--- src/rtl/qev_pkg.sv ---
package qev_pkg;
  localparam logic [7:0] CODE_SNOOP  = 8'h22;
  localparam logic [7:0] CODE_LOOKUP = 8'h34;
  localparam logic [7:0] CODE_OCC    = 8'h80;

  typedef struct packed {
    logic       en;
    logic       inv;
    logic       edge_on;
    logic [7:0] cmask;
    logic [7:0] umask;
    logic [7:0] code;
  } qev_ctrl_t;

  localparam int CTRL_W = $bits(qev_ctrl_t);
endpackage

--- src/rtl/qev_select.sv ---
module qev_select
  import qev_pkg::*;
#(
  parameter int NL        = 4,
  parameter int NS        = 4,
  parameter int OCC_W     = 5,
  parameter int EV_W      = 5,
  parameter int CTR_INDEX = 0
) (
  input  logic              clk,
  input  logic              rst_n,
  input  qev_ctrl_t         ctrl,
  input  logic [NL-1:0]     lk_valid,
  input  logic [4*NL-1:0]   lk_state,
  input  logic [4*NL-1:0]   lk_kind,
  input  logic [NS-1:0]     sn_valid,
  input  logic [5*NS-1:0]   sn_resp,
  input  logic [3*NS-1:0]   sn_src,
  input  logic [OCC_W-1:0]  occ_count,
  output logic [EV_W-1:0]   evt_n,
  output logic              cfg_bad
);
  logic [NL-1:0] lk_hit;
  logic [NS-1:0] sn_hit;
  logic [EV_W-1:0] lk_sum, sn_sum;
  logic known;

  for (genvar i = 0; i < NL; i++) begin : g_lk
    assign lk_hit[i] = lk_valid[i] &
                       (|(lk_state[i*4 +: 4] & ctrl.umask[3:0])) &
                       (|(lk_kind[i*4 +: 4]  & ctrl.umask[7:4]));
  end

  for (genvar j = 0; j < NS; j++) begin : g_sn
    assign sn_hit[j] = sn_valid[j] &
                       (|(sn_resp[j*5 +: 5] & ctrl.umask[4:0])) &
                       (|(sn_src[j*3 +: 3]  & ctrl.umask[7:5]));
  end

  always_comb begin
    lk_sum = '0;
    for (int i = 0; i < NL; i++) lk_sum = lk_sum + EV_W'(lk_hit[i]);
    sn_sum = '0;
    for (int j = 0; j < NS; j++) sn_sum = sn_sum + EV_W'(sn_hit[j]);
  end

  always_comb begin
    known = 1'b1;
    evt_n = '0;
    case (ctrl.code)
      CODE_LOOKUP: evt_n = lk_sum;
      CODE_SNOOP:  evt_n = sn_sum;
      CODE_OCC: begin
        if (CTR_INDEX == 0) evt_n = EV_W'(occ_count);
        else known = 1'b0;
      end
      default: known = 1'b0;
    endcase
  end

  assign cfg_bad = ctrl.en & ~known;


  lookup_bound_chk: assert property (@(posedge clk) disable iff (!rst_n)
    (ctrl.code == CODE_LOOKUP) |-> (evt_n <= EV_W'(NL)));
endmodule

--- src/rtl/qev_qualify.sv ---
module qev_qualify #(
  parameter int EV_W = 5
) (
  input  logic            clk,
  input  logic            rst_n,
  input  logic            clr,
  input  logic            active,
  input  logic [EV_W-1:0] evt_n,
  input  logic [7:0]      cmask,
  input  logic            inv,
  input  logic            edge_on,
  output logic [EV_W-1:0] inc
);
  localparam int CMP_W = (EV_W > 8) ? EV_W : 8;

  logic [CMP_W-1:0] n_w, c_w;
  logic cond, cond_q, prev_q;

  assign n_w = CMP_W'(evt_n);
  assign c_w = CMP_W'(cmask);

  always_comb begin
    if (cmask == 8'd0) cond = (evt_n != '0);
    else if (inv)      cond = (n_w < c_w);
    else               cond = (n_w >= c_w);
  end

  assign cond_q = active & cond;

  always_ff @(posedge clk) begin
    if (!rst_n || clr) prev_q <= 1'b0;
    else               prev_q <= cond_q;
  end

  always_comb begin
    if (!active)              inc = '0;
    else if (edge_on)         inc = EV_W'(cond_q & ~prev_q);
    else if (cmask == 8'd0)   inc = evt_n;
    else                      inc = EV_W'(cond);
  end


  edge_single_chk: assert property (@(posedge clk) disable iff (!rst_n)
    (edge_on && active && inc != '0 && !clr) |=> (inc == '0));


  thresh_unit_chk: assert property (@(posedge clk) disable iff (!rst_n)
    (cmask != 8'd0) |-> (inc <= EV_W'(1)));
endmodule

--- src/rtl/qev_counter.sv ---
module qev_counter
  import qev_pkg::*;
#(
  parameter int NL        = 4,
  parameter int NS        = 4,
  parameter int OCC_W     = 5,
  parameter int CNT_W     = 48,
  parameter int CTR_INDEX = 0
) (
  input  logic              clk,
  input  logic              rst_n,
  input  logic              reg_wr,
  input  logic              reg_addr,
  input  logic [CNT_W-1:0]  reg_wdata,
  output logic [CNT_W-1:0]  reg_rdata,
  input  logic [NL-1:0]     lk_valid,
  input  logic [4*NL-1:0]   lk_state,
  input  logic [4*NL-1:0]   lk_kind,
  input  logic [NS-1:0]     sn_valid,
  input  logic [5*NS-1:0]   sn_resp,
  input  logic [3*NS-1:0]   sn_src,
  input  logic [OCC_W-1:0]  occ_count,
  output logic              cfg_bad
);
  localparam int OCC_MAX = (1 << OCC_W) - 1;
  localparam int LANE_MX = (NL > NS) ? NL : NS;
  localparam int MAXN    = (LANE_MX > OCC_MAX) ? LANE_MX : OCC_MAX;
  localparam int EV_W    = $clog2(MAXN + 1);

  qev_ctrl_t        ctrl_q;
  logic [CNT_W-1:0] count_q;
  logic [EV_W-1:0]  evt_n, inc;
  logic             wr_ctrl, wr_cnt;

  assign wr_ctrl = reg_wr & ~reg_addr;
  assign wr_cnt  = reg_wr &  reg_addr;

  qev_select #(
    .NL(NL), .NS(NS), .OCC_W(OCC_W), .EV_W(EV_W), .CTR_INDEX(CTR_INDEX)
  ) u_sel (
    .clk(clk), .rst_n(rst_n), .ctrl(ctrl_q),
    .lk_valid(lk_valid), .lk_state(lk_state), .lk_kind(lk_kind),
    .sn_valid(sn_valid), .sn_resp(sn_resp), .sn_src(sn_src),
    .occ_count(occ_count), .evt_n(evt_n), .cfg_bad(cfg_bad)
  );

  qev_qualify #(.EV_W(EV_W)) u_qual (
    .clk(clk), .rst_n(rst_n), .clr(wr_ctrl),
    .active(ctrl_q.en & ~cfg_bad), .evt_n(evt_n),
    .cmask(ctrl_q.cmask), .inv(ctrl_q.inv), .edge_on(ctrl_q.edge_on),
    .inc(inc)
  );

  always_ff @(posedge clk) begin
    if (!rst_n) begin
      ctrl_q  <= '0;
      count_q <= '0;
    end else begin
      if (wr_ctrl) ctrl_q <= qev_ctrl_t'(reg_wdata[CTRL_W-1:0]);
      if (wr_cnt)  count_q <= reg_wdata;
      else         count_q <= count_q + CNT_W'(inc);
    end
  end

  assign reg_rdata = reg_addr ? count_q : CNT_W'(ctrl_q);


  cnt_load_chk: assert property (@(posedge clk) disable iff (!rst_n)
    wr_cnt |=> (count_q == $past(reg_wdata)));


  cnt_hold_chk: assert property (@(posedge clk) disable iff (!rst_n)
    (!wr_cnt && !ctrl_q.en) |=> (count_q == $past(count_q)));


  bad_quiet_chk: assert property (@(posedge clk) disable iff (!rst_n)
    cfg_bad |-> (inc == '0));


  edge_step_chk: assert property (@(posedge clk) disable iff (!rst_n)
    (!wr_cnt && ctrl_q.en && ctrl_q.edge_on) |=>
      (count_q == $past(count_q) || count_q == $past(count_q) + CNT_W'(1)));
endmodule

--- config.mk ---
export PLATFORM = sky130hd
export DESIGN_NAME = qev_counter
export DESIGN_NICKNAME = d
export VERILOG_FILES = /design/src/rtl/qev_pkg.sv /design/src/rtl/qev_select.sv /design/src/rtl/qev_qualify.sv /design/src/rtl/qev_counter.sv
export SDC_FILE = /design/constraint.sdc
export NUM_CORES = 1
export LEC_CHECK = 0
export BUFFER_PORTS_ARGS = -buffer_cell sky130_fd_sc_hd__buf_2
export CORE_MARGIN = 3
export CORE_UTILIZATION = 46
export DETAILED_ROUTE_END_ITERATION = 10
export PLACE_DENSITY = 0.89
export SETUP_SLACK_MARGIN = 0.05
export SLEW_MARGIN = 20
export SYNTH_ARGS = -nofsm -noshare
export SYNTH_HDL_FRONTEND = slang
export SYNTH_SLANG_ARGS = --single-unit
export TNS_END_PERCENT = 30
--- constraint.sdc ---
create_clock -name clk -period 5 [get_ports clk]
set_input_delay 0.25 -clock clk [delete_from_list [all_inputs] [get_ports clk]]
set_output_delay 0.25 -clock clk [all_outputs]
set_load 0.005 [all_outputs]
==> results.py, run 1 <==
metrics = {
    "floorplanning": {
        "core_um2": 10500,
        "ios": 178,
        "placementRows": 37,
        "die_area_um2": 12200,
        "die_x_um": 111,
        "chipHeight_um": 111,
        "start_util": 0.481,
    },
    "cts": {
        "cts_buffers": 9,
        "cts_max_path_buffers": 2,
        "htreeDepth": 3,
        "ctsHoldBuffers": 0,
        "tritoncts": "yes",
        "cts.clk_slew.worst_paths_ns": 0.08,
        "clkLatencyLatePin_ns": 0.35,
        "cts_sinks": 76,
        "cts-root-buf": "clkbuf_8",
    },
    "yosys": {
        "synth_area_um2": 5030,
        "yosysSeqAreaShare": 0.302,
        "synth_cell_types": 49,
        "synthesis.nets": 801,
        "ys_seq_elements": 76,
        "synth-edff-count": 0,
        "syn_inst": 656,
        "synth_async_sr_flop_share": 0,
        "syn_area_per_cell_um2": 7.68,
        "ys_dominant_reg_cell": "dfxtp_1",
        "synth_warnings": 0,
    },
    "outcome": {
        "violations": "setup timing",
        "status": "finished with violations",
    },
    "setup_path": {
        "reg2reg_from": "ctrl_q[15]",
        "critical_path.max_stage_delay_ns": 0.37,
        "crit_arrival_ns": 5.75,
        "crit_slowest_cell": "fa_1",
        "endpoint_kind": "register",
        "worstPathMaxFanout": 6,
        "r2r_slack_ns": -0.49,
        "r2r_end": "count_q[24]",
        "r2r_cells": 27,
        "crit_path_start_kind": "register",
        "crit_required_ns": 5.26,
        "critPathKind": "register to register",
    },
    "routing": {
        "wl_per_cell_um": 18.2,
        "route.detailed.drc": 0,
        "drt_wl_total_um": 17800,
        "drt_first_iter_violations": 562,
        "via_count": 5898,
        "drt_pre_antenna_iters": 7,
        "ant_nets": 0,
        "drt-vias-per-instance": 6.04,
    },
    "placed_design": {
        "placed_cells": 950,
        "hpwl_um": 12000,
        "placed_cell_area_um2": 6200,
        "dp_slack_ns": -0.466,
        "port_buffers": 177,
        "place.gp.congestion": 0.908,
    },
    "global_routing": {
        "grtUsageTotal": 0.276,
        "grt_pass1_wl_um": 28200,
        "grt_pass1_vias": 5740,
        "antenna_found_initial": 1,
        "gr-total-overflow": 0,
        "grt_max_degree": 69,
    },
    "cells_and_area": {
        "postLayoutCoreUtil": 0.648,
        "final.fill_count": 899,
        "final_cells": 977,
        "antennaDiodeCount": 0,
        "multiInputGateArea_um2": 3520,
        "register_area_um2": 1530,
        "layout.nets": 981,
        "layout-drive-gt1-share": 0.361,
        "area_delta_synth_final_pct": 34.7,
        "final_area_um2": 6780,
    },
    "sta": {
        "hold_viol": 0,
        "drv_slew": 0,
        "max_freq_mhz": 182,
        "whs_ns": 0.136,
        "finalCritPeriodShare": 1.10,
        "final.setup.tns_ns": -13.85,
        "finalSetupViolations": 44,
        "slew_headroom": 0.258,
        "setup_ws_ns": -0.495,
        "finClkSkew_ns": 0.00871,
        "fin_crit_ns": 5.49,
        "worstMarginPinSlew_ns": 1.11,
        "grt_setup_unrepaired": "yes",
    },
    "power_and_ir_drop": {
        "p_leak_nw": 2.82,
        "pwr-share-comb": 0.197,
        "total_power_mw": 1.47,
        "power_frac_seq": 0.467,
        "switching_share": 0.289,
        "p_int_mw": 1.04,
        "p_sw_mw": 0.424,
        "ir_worst_vdd_uv": 131,
        "clockPowerShare": 0.336,
        "powerDensity_nw_per_um2": 216,
    },
    "hold_path": {
        "min_from": "reg_wdata[10]",
        "min_path_cells": 3,
        "hp-class": "input port to register",
        "hold_end": "ctrl_q[10]",
    },
    "flow_run": {
        "max-cap-violations": 0,
    },
}
==> critical path, delay by kind of cell, from the launching register on <==
family,cells,cell delay [ns]
xor gates and xnor gates,1,0.16
AOI/OAI and AO/OA,11,2.24
DFF,1,0.36
buffers and inverters,7,0.84
adders and majority gates,6,1.65
and+or+nand+nor,2,0.14
==> cells in the mapped netlist, types with 3 or more instances <==
cell type | count | area (um^2)
a22oi_1 | 12 | 90.1
clkbuf_1 | 43 | 161
and4_1 | 4 | 35.0
nand3_1 | 10 | 50.1
nand2_1 | 90 | 338
nand4_1 | 20 | 125
nor3_1 | 25 | 125
or4b_2 | 3 | 30.0
o21ai_0 | 47 | 235
or4_1 | 3 | 22.5
a21oi_1 | 70 | 350
nand2b_1 | 5 | 31.3
mux2_2 | 23 | 259
or3_1 | 5 | 31.3
mux2i_1 | 5 | 50.1
and2_1 | 27 | 169
a22o_1 | 6 | 52.6
xnor2_1 | 37 | 324
inv_1 | 23 | 86.3
a221oi_1 | 3 | 26.3
nor2_1 | 28 | 105
nor4_1 | 15 | 93.8
ha_1 | 13 | 163
a222oi_1 | 9 | 90.1
nor4b_1 | 5 | 43.8
dfxtp_1 | 76 | 1520
a211oi_1 | 12 | 90.1
buf_1 | 4 | 15.0
fa_1 | 3 | 60.1
nor3b_1 | 5 | 37.5
==> power groups by stage <==
| stage | Clock, mW | Sequential, mW | Combinational, mW |
|---|---|---|---|
| global placement | 0 | 0.694 | 0.254 |
| global route | 0.516 | 0.691 | 0.318 |
| CTS | 0.493 | 0.683 | 0.276 |
| detailed placement | 0 | 0.696 | 0.260 |
| finish | 0.493 | 0.685 | 0.289 |
| floorplan | 0 | 0.680 | 0.152 |
==> layout make-up <==
cell class,count,share of cell area
multi-input cells,509,0.519
clock buffers,13,0.0234
inverters,23,0.0127
repair buffers,217,0.188
clock inverters,3,0.00646
well taps,136,0.0251
flip-flops and latches,76,0.225
==> per-layer routing <==
layer  global-route usage  share of wire
met5                    0        0.00073
met4                0.108          0.026
met3               0.0586          0.090
met2                0.468           0.49
met1                0.341           0.40
==> worst max path at each step <==
| stage | from | endpoint | slack [ns] | cells after the start |
|---|---|---|---|---|
| 6_report | ctrl_q[15] | count_q[24] | -0.49 | 27 |
| 5_1_grt | ctrl_q[15] | count_q[24] | -0.72 | 27 |
| 4_1_cts | ctrl_q[13] | count_q[24] | -0.28 | 25 |
| 3_5_place_dp | sn_src[3] | count_q[24] | -0.47 | 23 |
| 3_3_place_gp | sn_src[3] | count_q[22] | -0.24 | 23 |
| 2_1_floorplan | ctrl_q[10] | count_q[22] | -0.08 | 23 |
==> cells by family after synthesis <==
kind of cell,count (synthesis),synth area share
xor gates and xnor gates,38,0.0661
muxes,28,0.0614
adders and majority gates,16,0.0442
AOI/OAI and AO/OA,173,0.209
DFF,76,0.302
buffers and inverters,71,0.0532
and+or+nand+nor,254,0.264
==> flip-flops by register name (all words and copies together), names as in the netlist <==
| register | count |
|---|---|
| u_qual.prev_q | 1 |
| count_q | 48 |
| ctrl_q | 27 |
==> what timing repair did <==
item,CTS,global route
resized for setup,40,13
pin swaps,17,19
setup buffers,8,2
cloned,3,0
setup endpoints to repair,45,46
==> cells in the final DEF, fill, tap and decap left out, drive strengths merged, types with 4 or more instances in the layout <==
cell type and n:
a21oi 70, and4 4, a222oi 9, ha 13, nor2 29, a22oi 12
nand2b 5, clkbuf 13, nand3 11, buf 217, nor3 25, nand2 90
nor4 16, nor4b 5, nand4 21, xnor2 37, nor3b 5, mux2 23
a22o 6, o21ai 48, or3 5, a211oi 12, and2 27, inv 24
dfxtp 76, mux2i 5
No activity file was read; power rests on OpenSTA's default activity.
==> inputs of run 2 (changes only) <==
--- a/config.mk
+++ b/config.mk
@@ -9,7 +9,7 @@
 export CORE_MARGIN = 3
 export CORE_UTILIZATION = 46
 export DETAILED_ROUTE_END_ITERATION = 10
-export PLACE_DENSITY = 0.89
+export PLACE_DENSITY = 0.86
 export SETUP_SLACK_MARGIN = 0.05
 export SLEW_MARGIN = 20
 export SYNTH_ARGS = -nofsm -noshare
==> run 2 against run 1 <==
Against the previous run: the run still ends with setup timing left; cell count down 0.31%; critical path type unchanged; hold slack got worse by 0.0040 ns; critical path depth decreased by 5; highest routed layer is now met4; non-clock buffer count down 3; utilization fell by 0.60 points; global-route usage is 1.5 points lower; sequential power about the same; sequential share of layout area up 0.34 points; clock power is essentially flat; largest power group unchanged; combinational power shrank 5%; register-to-register slack improved by 0.13 ns; clock skew grew 0.0051 ns.
==> results.py, run 2 (same netlist as run 1, synthesis figures left out) <==
metrics = {
    "outcome": {
        "status": "finished with violations",
        "violations": "setup timing",
    },
    "setup_path": {
        "critical_path.max_stage_delay_ns": 0.40,
        "worstPathCellList": "a222oi_1 -> a211oi_1 -> ha_1 -> fa_2 -> ha_4 -> a222oi_1 -> inv_1 -> ha_4 -> a21o_1 -> a2111oi_4 -> o21ai_2 -> a221oi_2 -> nor3_2 -> ha_2 -> fa_2 -> a21oi_2 -> o21bai_2 -> a21oi_4 -> buf_12 -> nor4_1 -> xnor2_1 -> a211oi_1",
        "crit_arrival_ns": 5.63,
        "critPathKind": "register to register",
        "endpoint_kind": "register",
        "crit_path_start_kind": "register",
        "crit_required_ns": 5.26,
        "cp_top_family": "compound AO/OA/AOI/OAI gates",
        "crit_slowest_cell": "a222oi_1",
        "path_buf_inv": 2,
        "worstPathMaxFanout": 7,
    },
    "cells_and_area": {
        "largest_register_ffs": 48,
        "area_delta_synth_final_pct": 33.5,
        "largest-register": "count_q",
        "layout.nets": 978,
        "layout-drive-gt1-share": 0.364,
        "postLayoutCoreUtil": 0.642,
        "antennaDiodeCount": 0,
        "final_cell_mix": "buf_2, nand2_1, dfxtp_1, a21oi_1, o21ai_0",
        "reg_top3": "count_q (48), ctrl_q (27), u_qual.prev_q (1)",
        "final_common_cell": "buf_2",
    },
    "power_and_ir_drop": {
        "total_power_mw": 1.45,
        "p_leak_nw": 2.77,
        "ir_worst_vdd_uv": 147,
        "powerDensity_nw_per_um2": 216,
    },
    "sta": {
        "finalCritPeriodShare": 1.07,
        "slew_headroom": 0.281,
        "final.setup.tns_ns": -8.76,
        "worstMarginPinSlew_ns": 1.08,
        "whs_ns": 0.132,
        "max_freq_mhz": 186,
        "grt_setup_unrepaired": "yes",
        "setup_ws_ns": -0.369,
        "drv_slew": 0,
        "finClkSkew_ns": 0.0138,
        "finalSetupViolations": 44,
        "hold_viol": 0,
        "fin_crit_ns": 5.37,
    },
    "placed_design": {
        "dp_slack_ns": -0.499,
        "port_buffers": 177,
        "hpwl_um": 12000,
        "place.gp.congestion": 0.880,
    },
    "cts": {
        "clkLatencyLatePin_ns": 0.36,
        "cts_sinks": 76,
        "htreeDepth": 3,
        "cts-root-buf": "clkbuf_8",
        "ctsHoldBuffers": 0,
        "tritoncts": "yes",
        "cts.clk_slew.worst_paths_ns": 0.09,
        "cts_max_path_buffers": 2,
        "cts_buffers": 9,
    },
    "routing": {
        "drt_first_iter_violations": 495,
        "drt-vias-per-instance": 5.93,
        "wl_per_cell_um": 17.5,
        "drt_pre_antenna_iters": 6,
        "drt_wl_total_um": 17000,
        "ant_nets": 0,
        "route.detailed.drc": 0,
        "via_count": 5773,
    },
    "floorplanning": {
        "ios": 178,
        "core_um2": 10500,
        "die_area_um2": 12200,
        "chipHeight_um": 111,
        "placementRows": 37,
        "die_x_um": 111,
        "start_util": 0.481,
    },
    "global_routing": {
        "grtUsageTotal": 0.261,
        "grt_pass1_wl_um": 26900,
        "grt_pass1_vias": 5545,
        "antenna_found_initial": 0,
        "grt_max_degree": 89,
        "gr-total-overflow": 0,
    },
    "hold_path": {
        "hp-class": "input port to register",
    },
    "flow_run": {
        "max-cap-violations": 0,
    },
}
[run 2: cell type report]
cell class	instances	area, um^2
inverter	23	86.3
timing repair buffer	214	1220
multi-input combinational	509	3510
clock inverter	5	60.1
tap	136	170
fill	917	3740
sequential	76	1540
clock buffer	11	141
[run 2: through the flow]
stage | cells | area (um^2)
floorplan | 656 | 5100
global placement | 951 | 6200
detailed placement | 951 | 6200
CTS | 970 | 6560
global route | 974 | 6720
finish | 974 | 6720
[run 2: path summary, 6_finish.rpt]
kind         depth (start not counted)    startpoint  slack, ns     endpoint
max reg2reg                         22    ctrl_q[10]      -0.37  count_q[24]
max                                 22    ctrl_q[10]      -0.37  count_q[24]
min reg2reg                          2    ctrl_q[23]       0.47   ctrl_q[23]
min                                  3  reg_wdata[2]       0.13    ctrl_q[2]
[run 2: metal layers]
| metal | wire, um | global-route usage |
|---|---|---|
| met5 | 0 | 0 |
| met1 | 7190 | 0.342 |
| met3 | 1330 | 0.0510 |
| met4 | 426 | 0.0887 |
| met2 | 8070 | 0.429 |
[run 2: power by group]
group	internal, mW	total (mW)	switching, mW
clock	0.246	0.495	0.249
sequential	0.639	0.684	0.0445
combinational	0.136	0.275	0.139
[run 2: timing repair]
item	4_1_cts	5_1_grt
cloned	0	1
setup endpoints to repair	44	46
pin swaps	5	27
setup buffers	3	3
gates resized for setup	27	25
[run 2: tightest hold or removal path, cell delays in order]
cell and delay, ns:
buf_2 0.10, nand2_1 0.05, a21oi_1 0.05
==> inputs of run 3 (changes only) <==
--- a/config.mk
+++ b/config.mk
@@ -5,13 +5,14 @@
 export SDC_FILE = /design/constraint.sdc
 export NUM_CORES = 1
 export LEC_CHECK = 0
+export ABC_AREA = 1
 export BUFFER_PORTS_ARGS = -buffer_cell sky130_fd_sc_hd__buf_2
 export CORE_MARGIN = 3
-export CORE_UTILIZATION = 46
+export CORE_UTILIZATION = 47
 export DETAILED_ROUTE_END_ITERATION = 10
-export PLACE_DENSITY = 0.86
+export PLACE_DENSITY = 0.85
 export SETUP_SLACK_MARGIN = 0.05
-export SLEW_MARGIN = 20
+export SLEW_MARGIN = 25
 export SYNTH_ARGS = -nofsm -noshare
 export SYNTH_HDL_FRONTEND = slang
 export SYNTH_SLANG_ARGS = --single-unit
==> run 3 against run 2 <==
Against the previous run: the flow now finishes without violations; clock skew fell by 0.0081 ns; die area rose by 9.0%; clock-buffer cell count fell by 1; critical path type unchanged.
==> results.py, run 3 <==
metrics = {
    "outcome": {
        "status": "finished, final reports clean",
    },
    "power_and_ir_drop": {
        "p_leak_nw": 3.83,
        "ir_worst_vdd_uv": 141,
        "powerDensity_nw_per_um2": 232,
    },
    "placed_design": {
        "port_buffers": 177,
        "hpwl_um": 16700,
        "place.gp.congestion": 1.09,
        "placed_cells": 1238,
    },
    "floorplanning": {
        "ios": 178,
        "chipHeight_um": 115,
        "die_area_um2": 13300,
        "placementRows": 39,
        "die_x_um": 115,
        "core_um2": 11600,
        "start_util": 0.487,
    },
    "routing": {
        "drt_pre_antenna_iters": 5,
        "wl_per_cell_um": 17.3,
        "ant_nets": 0,
        "drt-vias-per-instance": 5.57,
        "drt_wl_total_um": 21800,
        "route.detailed.drc": 0,
        "via_count": 7046,
        "drt_first_iter_violations": 655,
    },
    "cts": {
        "ctsHoldBuffers": 0,
        "cts.clk_slew.worst_paths_ns": 0.06,
        "htreeDepth": 3,
        "tritoncts": "yes",
        "cts_max_path_buffers": 2,
        "clkLatencyLatePin_ns": 0.34,
        "cts_buffers": 9,
        "cts_sinks": 76,
        "cts-root-buf": "clkbuf_16",
    },
    "setup_path": {
        "path_buf_inv": 8,
        "worstPathMaxFanout": 6,
        "crit_arrival_ns": 5.20,
        "cp_common_cell": "inv_2",
        "critPathKind": "register to register",
        "crit_required_ns": 5.29,
        "crit_slowest_cell": "dfxtp_4",
        "cp_top_family": "adder cells",
        "endpoint_kind": "register",
        "critical_path.max_stage_delay_ns": 0.37,
        "crit_path_start_kind": "register",
    },
    "sta": {
        "finalSetupViolations": 0,
        "max_freq_mhz": 203,
        "finClkSkew_ns": 0.00570,
        "hold_viol": 0,
        "fin_crit_ns": 4.92,
        "drv_slew": 0,
        "worstMarginPinSlew_ns": 0.808,
        "grt_setup_unrepaired": "yes",
        "finalCritPeriodShare": 0.984,
        "slew_headroom": 0.457,
    },
    "cells_and_area": {
        "area_delta_synth_final_pct": 34.5,
        "layout.nets": 1263,
        "largest_register_ffs": 48,
        "final.fill_count": 1064,
        "final_cells": 1264,
        "final_common_cell": "nand2_1",
        "largest-register": "count_q",
        "antennaDiodeCount": 0,
        "reg_top3": "count_q (48), ctrl_q (27), u_qual.prev_q (1)",
        "postLayoutCoreUtil": 0.655,
        "layout-drive-gt1-share": 0.289,
        "final_cell_mix": "nand2_1, buf_2, inv_1, nor2_1",
    },
    "hold_path": {
        "hp-class": "input port to register",
    },
    "yosys": {
        "yosysSeqAreaShare": 0.270,
        "synthTopCellsByCount": "nand2_1, inv_1, nor2_1",
        "yosysMostFrequentCell": "nand2_1",
        "synth_async_sr_flop_share": 0,
        "post-synth-top-area-cell": "dfxtp_1",
        "synth_area_um2": 5630,
        "synth_warnings": 0,
        "synth-edff-count": 0,
        "syn_area_per_cell_um2": 6.14,
        "synthesis.nets": 1062,
        "ys_seq_elements": 76,
        "synth_top_area_share": 0.270,
        "synth_cell_types": 43,
        "synth_area_leaders": "dfxtp_1, nand2_1, inv_1",
        "ys_dominant_reg_cell": "dfxtp_1",
        "syn_inst": 917,
    },
    "global_routing": {
        "grtUsageTotal": 0.316,
        "antenna_found_initial": 0,
        "grt_max_degree": 63,
        "grt_pass1_wl_um": 32900,
        "gr-total-overflow": 0,
        "grt_pass1_vias": 6286,
    },
    "flow_run": {
        "max-cap-violations": 0,
    },
}
## run 3: cell count changes after synthesis, sizes merged, moves of 27 or more
cell   previous run  this run
inv              23       153
nand2            90       204
nor2             29        91
nand3            11        69
o21ai            48        84
xnor2            37         5
and2             27         0
## run 3: cell families after synthesis
| kind of cell | Yosys count | synth area share |
|---|---|---|
| AO/OA/AOI/OAI | 179 | 0.188 |
| XOR/XNOR | 18 | 0.0280 |
| adder cells (fa/ha/maj) | 16 | 0.0395 |
| buffers and inverters | 192 | 0.129 |
| flip-flops | 76 | 0.270 |
| AND/OR/NAND/NOR | 436 | 0.346 |
## run 3: power by group
group / switching [mW] / internal [mW]
registers: 0.0425 / 0.647
clock network: 0.256 / 0.445
logic: 0.213 / 0.153
total: 0.512 / 1.24
## run 3: what timing repair did
action,4_1_cts,5_1_grt
endpoints found under the hold margin,0,0
buffers inserted,5,7
resized for setup,38,50
pin swaps,20,24
endpoints found under the setup margin,22,39
## run 3: cell type report
type                            instances  area, um^2  area share
Timing Repair Buffer                  228        1300       0.171
Clock buffer                           10         239      0.0315
Sequential cell                        76        1530       0.202
Multi-Input combinational cell        649        3670       0.485
Tap cell                              143         179      0.0236
Inverter                              154         583      0.0769
Clock inverter                          4        75.1     0.00991
## run 3: worst register-to-register path: cells and delay by family, from the launching register on
family | cells | cell delay [ns]
fa+ha+maj | 6 | 1.58
compound gates | 9 | 1.26
simple gates | 13 | 1.12
flops | 1 | 0.37
buf+inv | 8 | 0.54
## run 3: through the flow
stage               power [mW]  cell area, um^2  setup TNS [ns]  setup slack, ns  hold slack, ns
floorplan                0.879             5630               0           0.0526           0.378
global placement          1.03             6850          -0.320          -0.0852           0.483
detailed placement        1.03             6850           -1.99           -0.229           0.490
CTS                       1.74             7350               0           0.0395           0.141
global route              1.83             7580           -2.66           -0.241           0.154
finish                    1.76             7580               0           0.0812           0.144
## run 3: worst paths after layout
kind,from,end,slack (ns),cells after the start
worst max register to register,ctrl_q[12],count_q[36],0.08,36
worst min-delay path,reg_wdata[37],count_q[37],0.14,3
worst min register to register,ctrl_q[21],ctrl_q[21],0.49,2
worst max-delay path,ctrl_q[12],count_q[36],0.08,36
## run 3: per-layer routing
metal  vias to the layer above  global-route usage  routed length, um
li1                       3406                   -                  -
met4                         0               0.156               1100
met1                      3160               0.395               8610
met2                       403               0.529              10100
met3                        77              0.0533               2040
met5                         -                   0                  0
